<file path="src/rtl/tf_pkg.sv">
package tf_pkg;
  localparam int BYTE_W  = 8;
  localparam int SLOT_N  = 4;
  localparam int SLOT_IW = $clog2(SLOT_N);

  typedef enum logic [2:0] {
    RD_NONE,
    RD_ERR,
    RD_SLOT,
    RD_DEV,
    RD_STAT
  } rdSel_t;

  typedef struct packed {
    logic              wrFeat;
    logic [SLOT_N-1:0] wrSlot;
    logic              wrDev;
    logic              wrCmd;
    logic              wrCtl;
    logic              clrHob;
    logic              rdStatus;
    rdSel_t            rdSel;
    logic [SLOT_IW-1:0] slotIdx;
  } tfStrobe_t;
endpackage

</file>
<file path="src/rtl/tf_ctrl.sv">
module tf_ctrl
  import tf_pkg::*;
#(
  parameter int ADDR_W   = 3,
  parameter int OFF_ERR  = 1,
  parameter int OFF_SLOT = 2,
  parameter int OFF_DEV  = 6,
  parameter int OFF_CMD  = 7,
  parameter int OFF_ALT  = 2
) (
  input  logic              hostWr,
  input  logic              hostRd,
  input  logic              blkCtl,
  input  logic [ADDR_W-1:0] regAddr,
  output tfStrobe_t         strobe
);
  localparam int SLOT_LAST = OFF_SLOT + SLOT_N - 1;

  logic cmdBlk, isErr, isDev, isCmd, isAlt, isSlot;
  logic [SLOT_IW-1:0] idx;

  always_comb begin
    cmdBlk = !blkCtl;
    isErr  = cmdBlk && (int'(regAddr) == OFF_ERR);
    isDev  = cmdBlk && (int'(regAddr) == OFF_DEV);
    isCmd  = cmdBlk && (int'(regAddr) == OFF_CMD);
    isAlt  = blkCtl && (int'(regAddr) == OFF_ALT);
    isSlot = cmdBlk && (int'(regAddr) >= OFF_SLOT) && (int'(regAddr) <= SLOT_LAST);
    idx    = SLOT_IW'(int'(regAddr) - OFF_SLOT);
  end

  for (genvar i = 0; i < SLOT_N; i++) begin : g_slotDec
    assign strobe.wrSlot[i] = hostWr && isSlot && (idx == SLOT_IW'(i));
  end

  always_comb begin
    strobe.wrFeat   = hostWr && isErr;
    strobe.wrDev    = hostWr && isDev;
    strobe.wrCmd    = hostWr && isCmd;
    strobe.wrCtl    = hostWr && isAlt;
    strobe.clrHob   = hostWr && cmdBlk && (regAddr != '0);
    strobe.rdStatus = hostRd && isCmd;
    strobe.slotIdx  = idx;
    strobe.rdSel    = RD_NONE;
    if (hostRd) begin
      if (isErr)              strobe.rdSel = RD_ERR;
      else if (isSlot)        strobe.rdSel = RD_SLOT;
      else if (isDev)         strobe.rdSel = RD_DEV;
      else if (isCmd || isAlt) strobe.rdSel = RD_STAT;
    end
  end
endmodule

</file>
<file path="src/rtl/tf_datapath.sv">
module tf_datapath
  import tf_pkg::*;
#(
  parameter int HOB_BIT  = 7,
  parameter int NIEN_BIT = 1
) (
  input  logic              clk,
  input  logic              rstN,
  input  tfStrobe_t         strobe,
  input  logic [BYTE_W-1:0] hostWdata,
  input  logic [BYTE_W-1:0] devStatus,
  input  logic [BYTE_W-1:0] errIn,
  input  logic              intReq,
  output logic [BYTE_W-1:0] hostRdata,
  output logic [BYTE_W-1:0] featOut,
  output logic [2*BYTE_W-1:0] secCount,
  output logic [6*BYTE_W-1:0] lbaOut,
  output logic [BYTE_W-1:0] devHead,
  output logic [BYTE_W-1:0] ctlOut,
  output logic              cmdStrobe,
  output logic [BYTE_W-1:0] cmdByte,
  output logic              intrq
);
  logic [BYTE_W-1:0] slotLo [SLOT_N];
  logic [BYTE_W-1:0] slotHi [SLOT_N];
  logic [BYTE_W-1:0] ctlReg;
  logic              pending;

  for (genvar i = 0; i < SLOT_N; i++) begin : g_slot
    always_ff @(posedge clk) begin
      if (!rstN) begin
        slotLo[i] <= '0;
        slotHi[i] <= '0;
      end else if (strobe.wrSlot[i]) begin
        slotHi[i] <= slotLo[i];
        slotLo[i] <= hostWdata;
      end
    end
  end

  always_ff @(posedge clk) begin
    if (!rstN) begin
      featOut   <= '0;
      devHead   <= '0;
      ctlReg    <= '0;
      cmdByte   <= '0;
      cmdStrobe <= 1'b0;
      pending   <= 1'b0;
    end else begin
      if (strobe.wrFeat) featOut <= hostWdata;
      if (strobe.wrDev)  devHead <= hostWdata;
      if (strobe.wrCmd)  cmdByte <= hostWdata;
      cmdStrobe <= strobe.wrCmd;
      if (strobe.wrCtl)       ctlReg <= hostWdata;
      else if (strobe.clrHob) ctlReg[HOB_BIT] <= 1'b0;
      if (intReq)                               pending <= 1'b1;
      else if (strobe.rdStatus || strobe.wrCmd) pending <= 1'b0;
    end
  end

  always_comb begin
    case (strobe.rdSel)
      RD_ERR:  hostRdata = errIn;
      RD_SLOT: hostRdata = ctlReg[HOB_BIT] ? slotHi[strobe.slotIdx] : slotLo[strobe.slotIdx];
      RD_DEV:  hostRdata = devHead;
      RD_STAT: hostRdata = devStatus;
      default: hostRdata = '0;
    endcase
  end

  assign ctlOut   = ctlReg;
  assign intrq    = pending && !ctlReg[NIEN_BIT];
  assign secCount = {slotHi[0], slotLo[0]};
  assign lbaOut   = {slotHi[3], slotHi[2], slotHi[1], slotLo[3], slotLo[2], slotLo[1]};
endmodule

</file>
<file path="src/rtl/ata_taskfile_bank.sv">
module ata_taskfile_bank
  import tf_pkg::*;
#(
  parameter int ADDR_W = 3
) (
  input  logic        clk,
  input  logic        rstN,
  input  logic        hostWr,
  input  logic        hostRd,
  input  logic        blkCtl,
  input  logic [ADDR_W-1:0] regAddr,
  input  logic [7:0]  hostWdata,
  output logic [7:0]  hostRdata,
  input  logic [7:0]  devStatus,
  input  logic [7:0]  errIn,
  input  logic        intReq,
  output logic [7:0]  featOut,
  output logic [15:0] secCount,
  output logic [47:0] lbaOut,
  output logic [7:0]  devHead,
  output logic [7:0]  ctlOut,
  output logic        cmdStrobe,
  output logic [7:0]  cmdByte,
  output logic        intrq
);
  tfStrobe_t strobe;

  tf_ctrl #(.ADDR_W(ADDR_W)) u_ctrl (
    .hostWr (hostWr),
    .hostRd (hostRd),
    .blkCtl (blkCtl),
    .regAddr(regAddr),
    .strobe (strobe)
  );

  tf_datapath u_dp (
    .clk      (clk),
    .rstN     (rstN),
    .strobe   (strobe),
    .hostWdata(hostWdata),
    .devStatus(devStatus),
    .errIn    (errIn),
    .intReq   (intReq),
    .hostRdata(hostRdata),
    .featOut  (featOut),
    .secCount (secCount),
    .lbaOut   (lbaOut),
    .devHead  (devHead),
    .ctlOut   (ctlOut),
    .cmdStrobe(cmdStrobe),
    .cmdByte  (cmdByte),
    .intrq    (intrq)
  );
endmodule

</file>
<file path="config.mk">
export PLATFORM = sky130hd
export DESIGN_NAME = ata_taskfile_bank
export DESIGN_NICKNAME = d
export VERILOG_FILES = /design/src/rtl/tf_pkg.sv /design/src/rtl/tf_ctrl.sv /design/src/rtl/tf_datapath.sv /design/src/rtl/ata_taskfile_bank.sv
export SDC_FILE = /design/constraint.sdc
export NUM_CORES = 1
export LEC_CHECK = 0
export BUFFER_PORTS_ARGS = -buffer_cell sky130_fd_sc_hd__buf_4
export CORE_UTILIZATION = 24
export CTS_BUF_LIST = sky130_fd_sc_hd__clkbuf_2
export DETAILED_ROUTE_END_ITERATION = 12
export PLACE_DENSITY = 0.57
export SYNTH_ARGS = -nofsm -noshare
export SYNTH_HDL_FRONTEND = slang
export SYNTH_SLANG_ARGS = --single-unit
export TNS_END_PERCENT = 30
</file>
<file path="constraint.sdc">
create_clock -name clk -period 2.5 [get_ports clk]
set_input_delay 0.5 -clock clk [delete_from_list [all_inputs] [get_ports clk]]
set_output_delay 0.5 -clock clk [all_outputs]
set_load 0.01 [all_outputs]
</file>
==> results.txt <==
largest stage delay on the critical path: 0.40 ns
global-route wire length before repair: 20.0 mm
Area growth, synth to finish: 39.9%
Yosys top cell area share: 42.4%
number of pins exceeding their max-slew limit in the final report: 0
area of the die: 19500 µm²
cell with the most instances on the worst path: buf_4
logic gate share of total power: 14.8%
main combinational cell family by area after synthesis: simple AND/OR/NAND/NOR gates
cell area power density: 490 nW/µm²
most frequent cell after synthesis: and2_1
critical path startpoint category: primary input
static power due to leakage: 2.66 nW
clock sink count: 98
maximum clock rate: 413 MHz
main area contributors after synthesis: edfxtp_1 (42%), dfxtp_1 (15%), and2_1 (9.0%)
cells along the critical path: buf_4 -> buf_4 -> or3b_1 -> a21oi_4 -> buf_4 -> a222oi_1 -> o221ai_2 -> buf_4
post-route fraction of the period consumed by the critical path: 97.0%
via density per instance: 4.43
I/O pin total: 139
antenna-violating nets left: 0
r2r worst-path depth: 4
Tmin final: 2.42 ns
y dimension of the die: 139 µm
Clock Tree Buf Depth: 2
crit path max-delay cell type: or3b_1
switching fraction of total power: 27.3%
cell type with the highest aggregate area in the netlist: edfxtp_1
IO buf count: 138
internal power: 2.26 mW
number of setup violations in the final report: 0
worst r2r src: u_dp.ctlOut[7]
worst-case register-to-register setup slack: 1.33 ns
Setup TNS Final: 0 ns
peak supply drop: 358 µV
area inside the core boundary: 18300 µm²
library cell used as clock root buffer: clkbuf_2
worst skew pair latency: 0.62 ns
number of remaining DRC errors: 0
gr usage total: 14.1%
largest net degree at the start of global routing: 39
startpoint of the worst setup timing path: regAddr[0]
fill cell instance count of the final layout: 1805
adder-cell share of the synthesized area: 0%
Final #Nets: 544
largest fanout of any net on the critical path: 9
TritonCTS clock tree: yes
fraction of the mapped netlist area in compound gates: 4.96%
Placed Cells incl. Taps: 707
number of core rows: 49
via count: 3303
MaxCap Viol Count: 0
data required time at the worst endpoint: 2.00 ns
fin cells: 745
clock network fraction of total power: 26.5%
asr flop ratio synth: 0%
number of antenna violations at the first check in global routing: 0
simple-gate area share of the yosys netlist: 18.9%
actual slew at the worst max-slew pin: 0.574 ns
number of buffers created by CTS: 9
detail-routed net length per standard cell: 18.3 µm
wire length after detailed routing: 13.6 mm
starting density of the core: 24.8%
via count of the first global-routing pass: 3270
share of post-route cells with drive strength above 1: 48.8%
endpoint class of the critical path: primary output
share of synthesized area occupied by flip-flops and latches: 57.4%
net count of the mapped netlist: 368
worst setup path endpoint: hostRdata[3]
arrival time reported for the critical path endpoint: 1.92 ns
chip width: 139 µm
HPWL Detailed: 9.84 mm
DR pass1 iterations: 5
post-synth design cell area: 4540 µm²
setup repair after global routing missed its margin: yes
Detailed Route Iter0 Violations: 198
worst setup path category: in -> out
most used flip-flop cell after synthesis: edfxtp_1
Syn Area/Cell: 13.5 µm²
fraction of power consumed by sequential logic: 58.6%
Mapped Cells: 335
status: finished, final reports clean
Hold WC Path Type: in -> reg
fraction of synthesized area in multiplexers: 14.8%
leading cell types by count after synthesis: and2_1 (65), edfxtp_1 (64), dfxtp_1 (34)
Hold Vio Cnt, Final: 0
FF-to-FF End: u_dp.ctlOut[7]
maximum clock skew at final layout: 0.0248 ns
CTS H-Tree Depth: 3
number of antenna cells inserted: 0
number of flops mapped to enable cells by yosys: 64
xor/xnor cell area share of the yosys netlist: 0%
Max transition margin: 61.7%
switching power: 0.848 mW
post-CTS clock slew at the launch and capture registers of the worst setup and hold paths: 0.29 ns
yosys warns: 0
global placement routability congestion: 0.811
global-route congestion overflow total: 0
unique cell type count in the Yosys netlist: 37
synthesized flop and latch total: 98
==> registers in the layout, summed over array words and instances (netlist names) <==
| register | cells |
|---|---|
| u_dp.featOut | 8 |
| u_dp.ctlOut | 8 |
| u_dp.slotLo | 32 |
| u_dp.cmdStrobe | 1 |
| u_dp.devHead | 8 |
| u_dp.pending | 1 |
| u_dp.cmdByte | 8 |
| u_dp.slotHi | 32 |
==> critical path, delay by kind of cell <==
family | cells | cell delay [ns]
and+or+nand+nor | 1 | 0.40
buffers and inverters | 4 | 0.62
AOI/OAI and AO/OA | 3 | 0.40
==> per-layer routing <==
metal	part of all wire [%]	global-route usage (%)
met5	0	0
met4	2.0	5.20
met3	5.9	4.58
met2	49	23.9
met1	43	16.7
==> cell type report <==
| cell class | count | area [µm²] | share of cell area [%] |
|---|---|---|---|
| Tap cell | 229 | 287 | 4.51 |
| Clock buffer | 9 | 45.0 | 0.710 |
| Inverter | 17 | 63.8 | 1.01 |
| Multi-Input combinational cell | 201 | 1850 | 29.1 |
| Sequential cell | 98 | 2600 | 41.0 |
| Timing Repair Buffer | 184 | 1430 | 22.5 |
| Clock inverter | 7 | 77.6 | 1.22 |
==> cells by family (layout without fill, tap and decap cells) <==
| family | after synthesis | in the layout |
|---|---|---|
| buffers and inverters | 36 | 217 |
| multiplexers | 47 | 47 |
| AND/OR/NAND/NOR | 126 | 126 |
| AO/OA/AOI/OAI | 28 | 28 |
| flip-flops | 98 | 98 |
==> repair_timing <==
action | CTS | global route
hold buffers | 1 | 0
resized for setup | 5 | 20
setup buffers | 4 | 17
endpoints found under the hold margin | 1 | 0
pin swaps | 1 | 8
setup endpoints to repair | 8 | 8
==> cell usage in the layout (no fill, tap or decap), types with 2 or more instances in the layout <==
cell,netlist,layout
nor2_1,2,2
inv_2,0,12
nand2_1,6,6
a222oi_1,8,8
edfxtp_1,64,64
buf_12,0,3
mux2i_1,31,31
dfxtp_1,34,34
o221ai_2,0,8
inv_8,0,2
clkbuf_2,0,9
nor2b_1,33,33
nand2b_1,4,4
buf_4,3,179
nor3_4,2,3
mux4_2,16,16
o21ai_2,0,4
and2_1,65,65
inv_1,17,5
or3_1,2,2
==> how the worst min path moves through the flow <==
| stage | from | slack (ns) | depth (start not counted) | endpoint |
|---|---|---|---|---|
| 3_3_place_gp | u_dp.cmdByte[4] | 0.50 | 2 | u_dp.cmdByte[4] |
| 3_5_place_dp | u_dp.ctlOut[3] | 0.51 | 2 | u_dp.ctlOut[3] |
| 5_1_grt | hostWdata[6] | 0.12 | 3 | u_dp.devHead[6] |
| 4_1_cts | hostWdata[6] | 0.14 | 3 | u_dp.devHead[6] |
| 6_report | hostWdata[6] | 0.18 | 3 | u_dp.devHead[6] |
| 2_1_floorplan | u_dp.ctlOut[7] | 0.52 | 2 | u_dp.ctlOut[7] |
==> power by group through the flow <==
stage	Combinational (mW)	Clock [mW]	Sequential, mW
6_report	0.461	0.825	1.82
5_1_grt	0.494	0.914	1.83
4_1_cts	0.433	0.853	1.83
3_5_place_dp	0.419	0	1.86
3_3_place_gp	0.416	0	1.86
2_1_floorplan	0.169	0	1.88
==> metrics by stage <==
step	setup WS [ns]	instance area (µm²)	util, %	total power, mW	hold slack, ns
6_report	0.0760	6350	34.7	3.11	0.183
5_1_grt	-0.0453	6350	34.7	3.24	0.120
4_1_cts	0.00509	6170	33.7	3.11	0.135
3_5_place_dp	-0.416	5960	32.6	2.28	0.508
3_3_place_gp	-0.416	5960	32.6	2.27	0.501
2_1_floorplan	0.0177	4540	-	2.04	0.523
(Power assumes the default switching activity.)
